==> config.mk <==
export PLATFORM = sky130hd
export DESIGN_NAME = tc_wave_channel
export DESIGN_NICKNAME = d
export VERILOG_FILES = /design/src/rtl/tcw_pkg.sv /design/src/rtl/tcw_evt_detect.sv /design/src/rtl/tcw_count_core.sv /design/src/rtl/tcw_wave_out.sv /design/src/rtl/tc_wave_channel.sv
export SDC_FILE = /design/constraint.sdc
export NUM_CORES = 1
export LEC_CHECK = 0
export BUFFER_PORTS_ARGS = -buffer_cell sky130_fd_sc_hd__buf_2
export CORE_ASPECT_RATIO = 1.2
export CORE_MARGIN = 2
export CORE_UTILIZATION = 47
export DETAILED_ROUTE_END_ITERATION = 10
export GPL_TIMING_DRIVEN = 0
export HOLD_SLACK_MARGIN = 0.02
export PLACE_DENSITY = 0.78
export REMOVE_ABC_BUFFERS = 1
export SYNTH_ARGS = -nofsm -noshare
export SYNTH_HDL_FRONTEND = slang
export SYNTH_SLANG_ARGS = --single-unit
==> constraint.sdc <==
create_clock -name clk -period 5.1 [get_ports clk]
set_input_delay 0.51 -clock clk [delete_from_list [all_inputs] [get_ports clk]]
set_output_delay 0.51 -clock clk [all_outputs]
set_load 0.01 [all_outputs]
==> src/rtl/tcw_pkg.sv <==
package tcw_pkg;

    typedef enum logic [1:0] {
        PIN_KEEP = 2'd0,
        PIN_SET  = 2'd1,
        PIN_CLR  = 2'd2,
        PIN_FLIP = 2'd3
    } pin_act_e;

    typedef enum logic [1:0] {
        EDGE_OFF  = 2'd0,
        EDGE_RISE = 2'd1,
        EDGE_FALL = 2'd2,
        EDGE_ANY  = 2'd3
    } edge_sel_e;

    function automatic logic pin_apply(input logic cur, input logic [1:0] act);
        case (pin_act_e'(act))
            PIN_SET:  return 1'b1;
            PIN_CLR:  return 1'b0;
            PIN_FLIP: return ~cur;
            default:  return cur;
        endcase
    endfunction

endpackage

==> src/rtl/tcw_evt_detect.sv <==
module tcw_evt_detect
    import tcw_pkg::*;
#(
    parameter int N_XC = 3
) (
    input  logic            clk,
    input  logic            rst_n,
    input  logic [N_XC-1:0] xc_i,
    input  logic            b_in_i,
    input  logic [1:0]      src_i,
    input  logic [1:0]      edge_i,
    output logic            hit_o
);

    typedef struct packed {
        logic s1;
        logic s2;
        logic s3;
    } sync_t;

    sync_t sync_d, sync_q;
    logic  sel_sig;
    logic  rise, fall;

    always_comb begin
        sel_sig = b_in_i;
        for (int i = 0; i < N_XC; i++) begin
            if (int'(src_i) == i + 1) sel_sig = xc_i[i];
        end
    end

    always_comb begin
        sync_d    = sync_q;
        sync_d.s1 = sel_sig;
        sync_d.s2 = sync_q.s1;
        sync_d.s3 = sync_q.s2;
        rise      = sync_q.s2 & ~sync_q.s3;
        fall      = ~sync_q.s2 & sync_q.s3;
        case (edge_sel_e'(edge_i))
            EDGE_RISE: hit_o = rise;
            EDGE_FALL: hit_o = fall;
            EDGE_ANY:  hit_o = rise | fall;
            default:   hit_o = 1'b0;
        endcase
    end

    always_ff @(posedge clk or negedge rst_n) begin
        if (!rst_n) sync_q <= '0;
        else        sync_q <= sync_d;
    end

endmodule

==> src/rtl/tcw_count_core.sv <==
module tcw_count_core #(
    parameter int CNT_W = 16
) (
    input  logic             clk,
    input  logic             rst_n,
    input  logic             tick_i,
    input  logic             sw_trig_i,
    input  logic             en_cmd_i,
    input  logic             evt_trig_i,
    input  logic [1:0]       mode_i,
    input  logic             stop_c_i,
    input  logic             dis_c_i,
    input  logic [CNT_W-1:0] ra_i,
    input  logic [CNT_W-1:0] rb_i,
    input  logic [CNT_W-1:0] rc_i,
    output logic [CNT_W-1:0] cnt_o,
    output logic             hit_a_o,
    output logic             hit_b_o,
    output logic             hit_c_o
);

    localparam logic [CNT_W-1:0] CNT_MAX = '1;
    localparam logic [CNT_W-1:0] CNT_ONE = CNT_W'(1);

    typedef struct packed {
        logic [CNT_W-1:0] cnt;
        logic             down;
        logic             pend;
        logic             run;
        logic             en;
    } core_t;

    core_t            st_d, st_q;
    logic             step;
    logic             auto_rst;
    logic             updown;
    logic             ext_req;
    logic [CNT_W-1:0] nxt;

    assign auto_rst = mode_i[1];
    assign updown   = mode_i[0];
    assign ext_req  = sw_trig_i | evt_trig_i;

    always_comb begin
        st_d    = st_q;
        step    = tick_i & st_q.en & st_q.run;
        nxt     = st_q.cnt;
        hit_a_o = 1'b0;
        hit_b_o = 1'b0;
        hit_c_o = 1'b0;
        if (step) begin
            if (st_q.pend) begin
                nxt       = '0;
                st_d.down = 1'b0;
            end else if (!updown) begin
                nxt = st_q.cnt + CNT_ONE;
            end else if (st_q.down) begin
                nxt = st_q.cnt - CNT_ONE;
                if (nxt == '0) st_d.down = 1'b0;
            end else begin
                nxt = st_q.cnt + CNT_ONE;
                if ((!auto_rst && nxt == rc_i) || nxt == CNT_MAX) st_d.down = 1'b1;
            end
            st_d.cnt = nxt;
            hit_a_o  = (nxt == ra_i);
            hit_b_o  = (nxt == rb_i);
            hit_c_o  = (nxt == rc_i);
        end

        st_d.pend = (st_q.pend & ~step) | ext_req | (hit_c_o & auto_rst);

        if (ext_req)                  st_d.run = 1'b1;
        else if (hit_c_o && stop_c_i) st_d.run = 1'b0;

        if (en_cmd_i)                st_d.en = 1'b1;
        else if (hit_c_o && dis_c_i) st_d.en = 1'b0;
    end

    always_ff @(posedge clk or negedge rst_n) begin
        if (!rst_n) st_q <= '0;
        else        st_q <= st_d;
    end

    assign cnt_o = st_q.cnt;

endmodule

==> src/rtl/tcw_wave_out.sv <==
module tcw_wave_out
    import tcw_pkg::*;
(
    input  logic       clk,
    input  logic       rst_n,
    input  logic       hit_a_i,
    input  logic       hit_b_i,
    input  logic       hit_c_i,
    input  logic       evt_hit_i,
    input  logic [1:0] evt_src_i,
    input  logic [1:0] a_match_i,
    input  logic [1:0] a_evt_i,
    input  logic [1:0] b_match_i,
    output logic       a_out_o,
    output logic       b_out_o,
    output logic       b_oe_o,
    output logic       flag_a_o,
    output logic       flag_b_o,
    output logic       flag_c_o
);

    typedef struct packed {
        logic a;
        logic b;
        logic fa;
        logic fb;
        logic fc;
    } pin_t;

    pin_t pin_d, pin_q;
    logic b_drv;

    assign b_drv = (evt_src_i != 2'd0);

    always_comb begin
        pin_d    = pin_q;
        pin_d.fa = hit_a_i;
        pin_d.fb = hit_b_i & b_drv;
        pin_d.fc = hit_c_i;
        if (evt_hit_i && pin_act_e'(a_evt_i) != PIN_KEEP) pin_d.a = pin_apply(pin_q.a, a_evt_i);
        else if (hit_a_i)                                 pin_d.a = pin_apply(pin_q.a, a_match_i);
        if (b_drv && hit_b_i) pin_d.b = pin_apply(pin_q.b, b_match_i);
    end

    always_ff @(posedge clk or negedge rst_n) begin
        if (!rst_n) pin_q <= '0;
        else        pin_q <= pin_d;
    end

    assign a_out_o  = pin_q.a;
    assign b_out_o  = pin_q.b;
    assign b_oe_o   = b_drv;
    assign flag_a_o = pin_q.fa;
    assign flag_b_o = pin_q.fb;
    assign flag_c_o = pin_q.fc;

endmodule

==> src/rtl/tc_wave_channel.sv <==
module tc_wave_channel #(
    parameter int CNT_W = 16,
    parameter int N_XC  = 3
) (
    input  logic             clk,
    input  logic             rst_n,
    input  logic             tick_i,
    input  logic             sw_trig_i,
    input  logic             en_cmd_i,
    input  logic [N_XC-1:0]  xc_i,
    input  logic             b_in_i,
    input  logic [1:0]       cfg_wave_sel_i,
    input  logic [1:0]       cfg_evt_edge_i,
    input  logic [1:0]       cfg_evt_src_i,
    input  logic             cfg_trig_en_i,
    input  logic             cfg_stop_c_i,
    input  logic             cfg_dis_c_i,
    input  logic [1:0]       cfg_a_match_i,
    input  logic [1:0]       cfg_a_evt_i,
    input  logic [1:0]       cfg_b_match_i,
    input  logic [CNT_W-1:0] ra_i,
    input  logic [CNT_W-1:0] rb_i,
    input  logic [CNT_W-1:0] rc_i,
    output logic [CNT_W-1:0] cnt_o,
    output logic             a_out_o,
    output logic             b_out_o,
    output logic             b_oe_o,
    output logic             match_a_o,
    output logic             match_b_o,
    output logic             match_c_o
);

    logic evt_hit;
    logic hit_a, hit_b, hit_c;

    tcw_evt_detect #(.N_XC(N_XC)) u_evt (
        .clk    (clk),
        .rst_n  (rst_n),
        .xc_i   (xc_i),
        .b_in_i (b_in_i),
        .src_i  (cfg_evt_src_i),
        .edge_i (cfg_evt_edge_i),
        .hit_o  (evt_hit)
    );

    tcw_count_core #(.CNT_W(CNT_W)) u_core (
        .clk        (clk),
        .rst_n      (rst_n),
        .tick_i     (tick_i),
        .sw_trig_i  (sw_trig_i),
        .en_cmd_i   (en_cmd_i),
        .evt_trig_i (evt_hit & cfg_trig_en_i),
        .mode_i     (cfg_wave_sel_i),
        .stop_c_i   (cfg_stop_c_i),
        .dis_c_i    (cfg_dis_c_i),
        .ra_i       (ra_i),
        .rb_i       (rb_i),
        .rc_i       (rc_i),
        .cnt_o      (cnt_o),
        .hit_a_o    (hit_a),
        .hit_b_o    (hit_b),
        .hit_c_o    (hit_c)
    );

    tcw_wave_out u_out (
        .clk       (clk),
        .rst_n     (rst_n),
        .hit_a_i   (hit_a),
        .hit_b_i   (hit_b),
        .hit_c_i   (hit_c),
        .evt_hit_i (evt_hit),
        .evt_src_i (cfg_evt_src_i),
        .a_match_i (cfg_a_match_i),
        .a_evt_i   (cfg_a_evt_i),
        .b_match_i (cfg_b_match_i),
        .a_out_o   (a_out_o),
        .b_out_o   (b_out_o),
        .b_oe_o    (b_oe_o),
        .flag_a_o  (match_a_o),
        .flag_b_o  (match_b_o),
        .flag_c_o  (match_c_o)
    );

endmodule

==> flow_metrics.tcl, run 1 <==
set metrics [dict create \
    outcome "completed" \
    hold_ws_ps 218 \
    grt_usage_pct 24.3 \
    grt_setup_unrepaired "false" \
    cts_buffer_depth 2 \
    gp_congestion 0.937 \
    antenna-diode-count 0 \
    synth_edf_count 0 \
    cap_violations 0 \
    dr.pass1.iters 5 \
    synthArstFlopShare_pct 100 \
    ys_types 67 \
    grt_max_degree 38 \
    coreArea_um2 7190 \
    finalSetupViolCount 0 \
    cts_sinks 28 \
    synth-seq-cells 28 \
    critical_path_class "register to register" \
    clockRootBuffer "clkbuf_8" \
    total_power_w 0.000618 \
    relSlewSlack_pct 22.1 \
    final_nets 577 \
    final_util_pct 53.4 \
    synthFlopType "dfrtp_1" \
    hold_buffers 0 \
    ios 94 \
    cts_tree "done" \
    tightest_slew_ps 1170 \
    ctsResizeCount 0 \
    cp.required_ps 5260 \
    grt_pass1_wl_um 15500 \
    chipHeight_um 97.7 \
    ys_seq_area_share_pct 20.4 \
    fin_setup_tns_ps 0 \
    period_needed_ps 4140 \
    grt_pass1_vias 3207 \
    arrival_ps 4300 \
    yosys_warnings 0 \
    vias 3505 \
    wirelength_um 9870 \
    cts_max_level 1 \
    clock_latency_ps 300 \
    final_cell_mix "buf_2 (93), xor2_1 (44), nand2_1 (39)" \
    synthesis.area_um2 3440 \
    antenna_found_initial 0 \
    final_common_cell "buf_2" \
    peakVddDrop_uv 101 \
    clk_pin_slew_ps 110 \
    drc 0 \
    post_drt_wl_per_cell_um 16.9 \
    start_util_pct 47.9 \
    hpwlAfterDp_um 7500 \
    ant_nets 0 \
    max_freq_ghz 0.242 \
    cp-start-kind "register" \
    post-route-period-util_pct 81.1 \
    drive_above_1_share_pct 23.4 \
    fin_cells 585 \
    dp.cells 581 \
    hold_viol_final 0 \
    numPortBuffers 93 \
    die_w_um 82.1 \
    routed_via_density 5.99 \
    leakagePower_nw 1.61 \
    die_area_um2 8030 \
    finalClockSkew_ps 12.5 \
    grt_overflow 0 \
    syn_avg_cell_area_um2 7.72 \
    synth_cells 446 \
    drt_iter0_markers 320 \
    syn2layout_area_growth_pct 11.6 \
    post-cts-setup-buffer-count 0 \
    rows 34 \
    end_kind "register" \
    power_density_nw_per_um2 161 \
    cts_made_buffers 3 \
    hold_class "primary input to async pin" \
    r2r_setup_slack_ps 960 \
    drv_slew 0 \
    cp_max_fo 22 \
]
-- per-stage QoR --
stage | cell area, um^2 | setup slack (ps)
after floorplan | 3190 | 1820
after global placement | 3770 | 1090
after detailed placement | 3770 | 1060
after CTS | 3840 | 1010
after global routing | 3840 | 754
final | 3840 | 964
-- cell type report --
type	instances	area, um^2
clock buffers	3	41.3
clock inverters	1	30.0
fillers	709	3350
inverters	13	48.8
multi-input cells	357	2440
flip-flops and latches	28	701
well taps	90	113
repair buffers	93	465
-- worst paths after layout --
| kind | start | end | cells after the start |
|---|---|---|---|
| max in group asynchronous | rst_n | u_out.flag_c_o | 1 |
| max reg2reg | u_core.cnt_o[3] | u_core.st_q[1] | 9 |
| max | u_core.cnt_o[3] | u_core.st_q[1] | 9 |
| min in group clk | u_evt.sync_d[1] | u_evt.sync_d[0] | 0 |
| min | rst_n | u_core.st_q[3] | 1 |
| min reg2reg | u_evt.sync_d[1] | u_evt.sync_d[0] | 0 |
-- layer usage --
layer | up-vias | GRT usage [%] | part of all wire (%)
li1 | 1666 | - | -
met2 | 174 | 40.1 | 49
met3 | 27 | 3.51 | 7.7
met4 | 0 | 7.95 | 2.5
met5 | - | 0 | 0
met1 | 1638 | 32.1 | 41
-- critical path: stages (launching register included) --
cell and delay, ps:
dfrtp_1 790, and4_1 320, nand4_1 550, o32ai_1 560, mux2i_1 540, xor2_1 230
nand2_1 80, or4_1 400, nor3_1 390, a31oi_1 150
-- synthesized netlist by cell type, drive strengths merged (2+ instances only) --
cell type / n / area share (%)
xor2: 44 / 11
nand2: 39 / 4.3
nor2: 38 / 4.1
xnor2: 33 / 8.6
dfrtp: 28 / 20
o21ai: 25 / 3.6
buf: 24 / 4.6
clkbuf: 24 / 2.6
nand3: 20 / 3.1
nand4: 16 / 3.1
nor3: 16 / 2.5
inv: 13 / 1.4
a21oi: 11 / 1.7
mux2i: 11 / 3.2
ha: 9 / 3.3
nor4: 9 / 2.3
or4: 9 / 2.0
nor2b: 8 / 1.5
a31oi: 7 / 1.3
o32ai: 6 / 1.5
or3: 6 / 1.1
and3: 4 / 0.87
nor4b: 4 / 1.0
a21bo: 3 / 0.87
and4: 3 / 0.76
nor3b: 3 / 0.65
o22ai: 3 / 0.55
a211oi: 2 / 0.44
a21boi: 2 / 0.44
nand3b: 2 / 0.55
or2: 2 / 0.36
-- cell families (layout without fill, tap and decap cells) --
family / count (synthesis) / count (layout) / share of synthesized area [%]
AO/OA/AOI/OAI: 73 / 73 / 14.0
XOR/XNOR: 77 / 77 / 19.8
adder cells (fa/ha/maj): 9 / 9 / 3.27
buffers and inverters: 61 / 110 / 8.65
flip-flops: 28 / 28 / 20.4
multiplexers: 13 / 13 / 4.29
AND/OR/NAND/NOR: 185 / 185 / 29.6
-- registers in the layout (all words and copies together) (netlist names) --
register and cells:
u_out.a_out_o 1, u_evt.sync_q 1, u_out.flag_a_o 1, u_out.flag_b_o 1, u_evt.sync_d 2, u_out.b_out_o 1, u_core.cnt_o 16, u_core.st_q 4
u_out.flag_c_o 1
-- power by group --
part | switching, W | internal, W | total [W]
logic | 0.0000984 | 0.0000829 | 0.000181
registers | 0.0000196 | 0.000231 | 0.000250
clock network | 0.0000812 | 0.000106 | 0.000187
total | 0.000199 | 0.000419 | 0.000618
Note: power is estimated with default switching activity, not from simulation.
==> inputs of run 2 (changes only) <==
==> constraint.sdc (replaced) <==
create_clock -name clk -period 3.9 [get_ports clk]
set_input_delay 0.39 -clock clk [delete_from_list [all_inputs] [get_ports clk]]
set_output_delay 0.39 -clock clk [all_outputs]
set_load 0.01 [all_outputs]
==> flow_metrics.tcl, run 2 (synthesis gave the netlist of run 1 again) <==
set metrics [dict create \
    period_needed_ps 3740 \
    arrival_ps 3900 \
    antenna-diode-count 0 \
    post_drt_wl_per_cell_um 16.8 \
    die_area_um2 8030 \
    coreArea_um2 7190 \
    ios 94 \
    grt_usage_pct 24.4 \
    path_cells "inv_1 -> ha_1 -> a21bo_2 -> a21oi_1 -> xor2_1 -> nor4_1 -> nand2_1 -> or4_1 -> nor3_1 -> a31oi_1" \
    rows 34 \
    die_w_um 82.1 \
    relSlewSlack_pct 23.1 \
    numPortBuffers 93 \
    ff_latch_area_um2 702 \
    leakagePower_nw 1.62 \
    finalClockSkew_ps 13.5 \
    cts_buffer_depth 2 \
    post-route-period-util_pct 95.9 \
    chipHeight_um 97.7 \
    cts_sinks 28 \
    routed_via_density 5.92 \
    cts_tree "done" \
    cts_max_level 1 \
    start_util_pct 47.9 \
    dp.cells 581 \
    drc 0 \
    grt_max_degree 38 \
    p_int_w 0.000548 \
    grt_setup_unrepaired "false" \
    grt_pass1_wl_um 15500 \
    final_cell_mix "buf_2 (93), xor2_1 (44), nand2_1 (39)" \
    power_density_nw_per_um2 209 \
    slowest_delay_ps 690 \
    hpwlAfterDp_um 7500 \
    cp.required_ps 4060 \
    drv_slew 0 \
    grt_overflow 0 \
    met2WireLength_um 4770 \
    p_switching_w 0.000259 \
    antenna_found_initial 0 \
    swShare_pct 32.1 \
    tightest_slew_ps 1150 \
    dr.pass1.iters 5 \
    final_common_cell "buf_2" \
    power_frac_clock_pct 30.1 \
    clockRootBuffer "clkbuf_8" \
    cap_violations 0 \
    outcome "completed" \
    hold_viol_final 0 \
    fin_cells 587 \
    top_layer "met4" \
    ant_nets 0 \
    vias 3476 \
    end_kind "register" \
    final_nets 579 \
    cts_made_buffers 3 \
    wl_met1_um 4100 \
    gp_congestion 0.937 \
    largest_reg_flops 16 \
    syn2layout_area_growth_pct 12.4 \
    wirelength_um 9840 \
    grt_pass1_vias 3227 \
    seqPwrFrac_pct 40.6 \
    hold_buffers 0 \
    fin_setup_tns_ps 0 \
    clock_latency_ps 290 \
    fillers 700 \
    cp_max_fo 15 \
    multi_input_area_um2 2450 \
    max_freq_ghz 0.267 \
    cp-start-kind "register" \
    finalSetupViolCount 0 \
    dr_wl_met3_um 724 \
    drive_above_1_share_pct 24.3 \
    drt_iter0_markers 323 \
    critical_path_class "register to register" \
    peakVddDrop_uv 133 \
    power_frac_comb_pct 29.3 \
    clk_pin_slew_ps 110 \
    hold_class "primary input to async pin" \
    cp_slowest_cell "dfrtp_1" \
]
run 2: cell count changes in the layout (fill, tap and decap cells not counted):
cell / before / now
buf_4: 0 / 2
nor3_2: 1 / 2
mux2i_2: 0 / 1
nor3_1: 15 / 14
mux2i_1: 11 / 10
dfrtp_1: 28 / 27
dfrtp_2: 0 / 1
run 2: metal layers:
layer / vias up / track usage [%]
met5: - / 0
met4: 0 / 7.95
met3: 29 / 3.60
met2: 160 / 40.3
met1: 1615 / 32.2
li1: 1672 / -
run 2: path summary, 6_finish.rpt:
kind | slack [ps] | cells past startpoint | startpoint | end
worst max-delay path | 160 | 10 | u_core.cnt_o[0] | u_core.st_q[1]
worst min-delay path | 100 | 1 | rst_n | u_core.st_q[3]
worst max register to register | 160 | 10 | u_core.cnt_o[0] | u_core.st_q[1]
worst min register to register | 370 | 0 | u_evt.sync_d[1] | u_evt.sync_d[0]
max in group asynchronous | 3330 | 1 | rst_n | u_core.cnt_o[3]
min in group clk | 280 | 2 | cfg_dis_c_i | u_core.st_q[0]
run 2: worst max-delay path, delay by kind of cell (launching register included):
family | cells | cell delay [ps]
simple gates | 4 | 1490
xor+xnor | 1 | 140
compound gates | 3 | 790
flops | 1 | 690
buf+inv | 1 | 140
fa+ha+maj | 1 | 360
run 2: power by group through the flow:
| stage | clock [W] | sequential (W) | combinational (W) |
|---|---|---|---|
| after floorplan | 0 | 0.000329 | 0.000137 |
| after global placement | 0 | 0.000331 | 0.000227 |
| after detailed placement | 0 | 0.000332 | 0.000235 |
| after CTS | 0.000248 | 0.000327 | 0.000236 |
| after global routing | 0.000259 | 0.000330 | 0.000261 |
| final | 0.000243 | 0.000327 | 0.000237 |
run 2: per-stage QoR:
stage	util [%]	total power (W)	hold WS [ps]	instance area, um^2	setup slack [ps]
2_1_floorplan	-	0.000466	94.4	3190	616
3_5_place_dp	52.5	0.000567	338	3770	-141
4_1_cts	53.6	0.000810	130	3850	40.4
5_1_grt	53.8	0.000850	162	3870	7.72
3_3_place_gp	52.5	0.000558	334	3770	-110
6_report	53.8	0.000807	100	3870	161
run 2: final cells by class:
cell class	count	area share, %
Clock inverter	1	0.776
Tap cell	90	2.91
Inverter	13	1.26
Multi-Input combinational cell	357	63.4
Sequential cell	28	18.1
Timing Repair Buffer	95	12.4
Clock buffer	3	1.07
run 2: repair_timing:
item | 4_1_cts | 5_1_grt
endpoints found under the setup margin | 2 | 6
resized for setup | 1 | 2
setup buffers | 1 | 1
==> inputs of run 3 (changes only) <==
--- a/config.mk
+++ b/config.mk
@@ -11,9 +11,9 @@
 export CORE_UTILIZATION = 47
 export DETAILED_ROUTE_END_ITERATION = 10
 export GPL_TIMING_DRIVEN = 0
-export HOLD_SLACK_MARGIN = 0.02
-export PLACE_DENSITY = 0.78
+export PLACE_DENSITY = 0.77
 export REMOVE_ABC_BUFFERS = 1
 export SYNTH_ARGS = -nofsm -noshare
 export SYNTH_HDL_FRONTEND = slang
+export SYNTH_HIERARCHICAL = 1
 export SYNTH_SLANG_ARGS = --single-unit
==> flow_metrics.tcl, run 3 <==
set metrics [dict create \
    outcome "completed" \
    clk_pin_slew_ps 120 \
    synth-seq-cells 28 \
    cts_made_buffers 3 \
    synth_top_area_share_pct 18.3 \
    finalClockSkew_ps 8.87 \
    grt_pass1_vias 3664 \
    chipHeight_um 103 \
    yosysTopAreaCell "dfrtp_1" \
    numPortBuffers 93 \
    path_delay_family "simple AND/OR/NAND/NOR gates" \
    ys_types 73 \
    fillers 756 \
    slowest_delay_ps 570 \
    vias 3895 \
    synth.area.top_cells "dfrtp_1 (18%), xnor2_1 (9.9%), xor2_1 (6.9%), nand2_1 (4.0%), buf_4 (3.1%)" \
    cts_sinks 28 \
    dr.pass1.iters 5 \
    drc 0 \
    max_freq_ghz 0.271 \
    grt_usage_pct 25.5 \
    multi_input_area_um2 2840 \
    hold_buffers 0 \
    end_kind "register" \
    grt_setup_unrepaired "false" \
    ios 94 \
    cp_slowest_cell "dfrtp_2" \
    cp.required_ps 4130 \
    path_cells "or3_4 -> or4_1 -> and3_1 -> nor3_2 -> xor2_1 -> nor3_1 -> nand3_1 -> nor4_2 -> a21oi_1 -> a31oi_1 -> o22a_2" \
    post-route-period-util_pct 94.6 \
    hpwlAfterDp_um 8440 \
    grt_pass1_wl_um 18100 \
    cp-start-kind "register" \
    fin_setup_tns_ps 0 \
    r2r-end "u_out/a_out_o" \
    ff_latch_area_um2 707 \
    clock_latency_ps 290 \
    wirelength_um 11500 \
    final_nets 614 \
    cts_buffer_depth 2 \
    peakVddDrop_uv 118 \
    critical_path_class "register to register" \
    syn2layout_area_growth_pct 11.6 \
    final_common_cell "buf_2" \
    cap_violations 0 \
    synthesis.area_um2 3820 \
    cts_tree "done" \
    synthArstFlopShare_pct 100 \
    coreArea_um2 8020 \
    synthFlopType "dfrtp_1" \
    clockRootBuffer "clkbuf_8" \
    grt_max_degree 45 \
    drv_slew 0 \
    antenna_found_initial 0 \
    die_area_um2 8870 \
    ant_nets 0 \
    cts_max_level 1 \
    r2r_setup_slack_ps 210 \
    post-synth-top-count-cell "xnor2_1" \
    hold_viol_final 0 \
    gp_congestion 0.974 \
    yosys-top-cells-count "xnor2_1 (43), nand2_1 (41), xor2_1 (30), dfrtp_1 (28), nor2_1 (25)" \
    relSlewSlack_pct 34.1 \
    drive_above_1_share_pct 26.7 \
    cp_max_fo 20 \
    final_util_pct 53.2 \
    antenna-diode-count 0 \
    period_needed_ps 3690 \
    synth_cells 484 \
    ys_seq_area_share_pct 18.3 \
    arrival_ps 3920 \
    final_cell_mix "buf_2 (93), xnor2_1 (43), nand2_1 (40)" \
    post_drt_wl_per_cell_um 18.3 \
    power_density_nw_per_um2 189 \
    reg2reg_from "u_core/cnt_o[2]" \
    syn_avg_cell_area_um2 7.89 \
    rows 36 \
    drt_iter0_markers 329 \
    largest_reg_flops 16 \
    finalSetupViolCount 0 \
    grt_overflow 0 \
    critical_path_buf_inv_count 0 \
    r2r_cells 11 \
    leakagePower_nw 1.70 \
    start_util_pct 47.7 \
    tightest_slew_ps 986 \
    synth_edf_count 0 \
    routed_via_density 6.21 \
    die_w_um 86.3 \
    hold_class "primary input to async pin" \
    yosys_warnings 6 \
]
run 3: cell types whose count changed in the layout (fill, tap and decap cells not counted), sizes merged, moves of 5 or more:
cell and change:
xor2 -13, nor2 -13, nor2b +5, o32ai -5, nand2b +5, o31ai +6, xnor2 +11, nor3 +9
nor4 +6
run 3: kinds of logic after synthesis:
logic type      count (synthesis)  share of synthesized area [%]
mux                            11                           3.70
fa+ha+maj                       9                           2.95
flops                          28                           18.3
buf+inv                        63                           8.71
xor+xnor                       75                           17.6
compound gates                 84                           16.0
simple gates                  214                           32.7
run 3: how the worst max path moves through the flow:
| stage | start | to | slack, ps | cells after the start |
|---|---|---|---|---|
| 4_1_cts | u_core/cnt_o[0] | u_out/b_out_o | 110 | 13 |
| 2_1_floorplan | u_core/cnt_o[2] | u_out/a_out_o | 600 | 10 |
| 3_5_place_dp | u_core/cnt_o[0] | u_out/a_out_o | -160 | 13 |
| 3_3_place_gp | u_core/cnt_o[0] | u_out/a_out_o | -120 | 12 |
| 5_1_grt | u_core/cnt_o[9] | u_out/b_out_o | 0.5 | 11 |
| 6_report | u_core/cnt_o[2] | u_out/a_out_o | 210 | 11 |
run 3: power by group:
part           leakage (nW)  internal, W  switching [W]  total [W]
combinational          1.31     0.000108       0.000126   0.000235
sequential            0.359     0.000301      0.0000274   0.000328
clock                0.0357     0.000138       0.000107   0.000245
run 3: metrics by stage:
| step | cell area, um^2 | cells | hold slack [ps] | total power (W) | setup slack [ps] |
|---|---|---|---|---|---|
| 2_1_floorplan | 3530 | 432 | 94.4 | 0.000459 | 596 |
| 3_3_place_gp | 4110 | 620 | 331 | 0.000551 | -115 |
| 3_5_place_dp | 4110 | 620 | 336 | 0.000560 | -164 |
| 4_1_cts | 4220 | 624 | 140 | 0.000812 | 111 |
| 5_1_grt | 4270 | 627 | 169 | 0.000850 | 0.478 |
| 6_report | 4270 | 627 | 125 | 0.000807 | 209 |
run 3: final cells by class:
cell class,count,area share (%)
Clock inverter,1,0.704
Sequential cell,28,16.6
Clock buffer,3,0.968
Timing Repair Buffer,96,11.4
Inverter,11,0.968
Tap cell,95,2.79
Multi-Input combinational cell,393,66.6
run 3: repair_timing:
action	in CTS	in global routing
pin swaps	0	2
resized for setup	6	8
endpoints found under the setup margin	2	3
buffers inserted	0	3
run 3: layer usage:
metal / GRT usage, % / wire length [um] / up-vias
li1: - / - / 1842
met1: 33.4 / 4710 / 1873
met2: 45.4 / 5790 / 172
met3: 2.64 / 840 / 8
met4: 6.01 / 119 / 0
met5: 0 / 0 / -
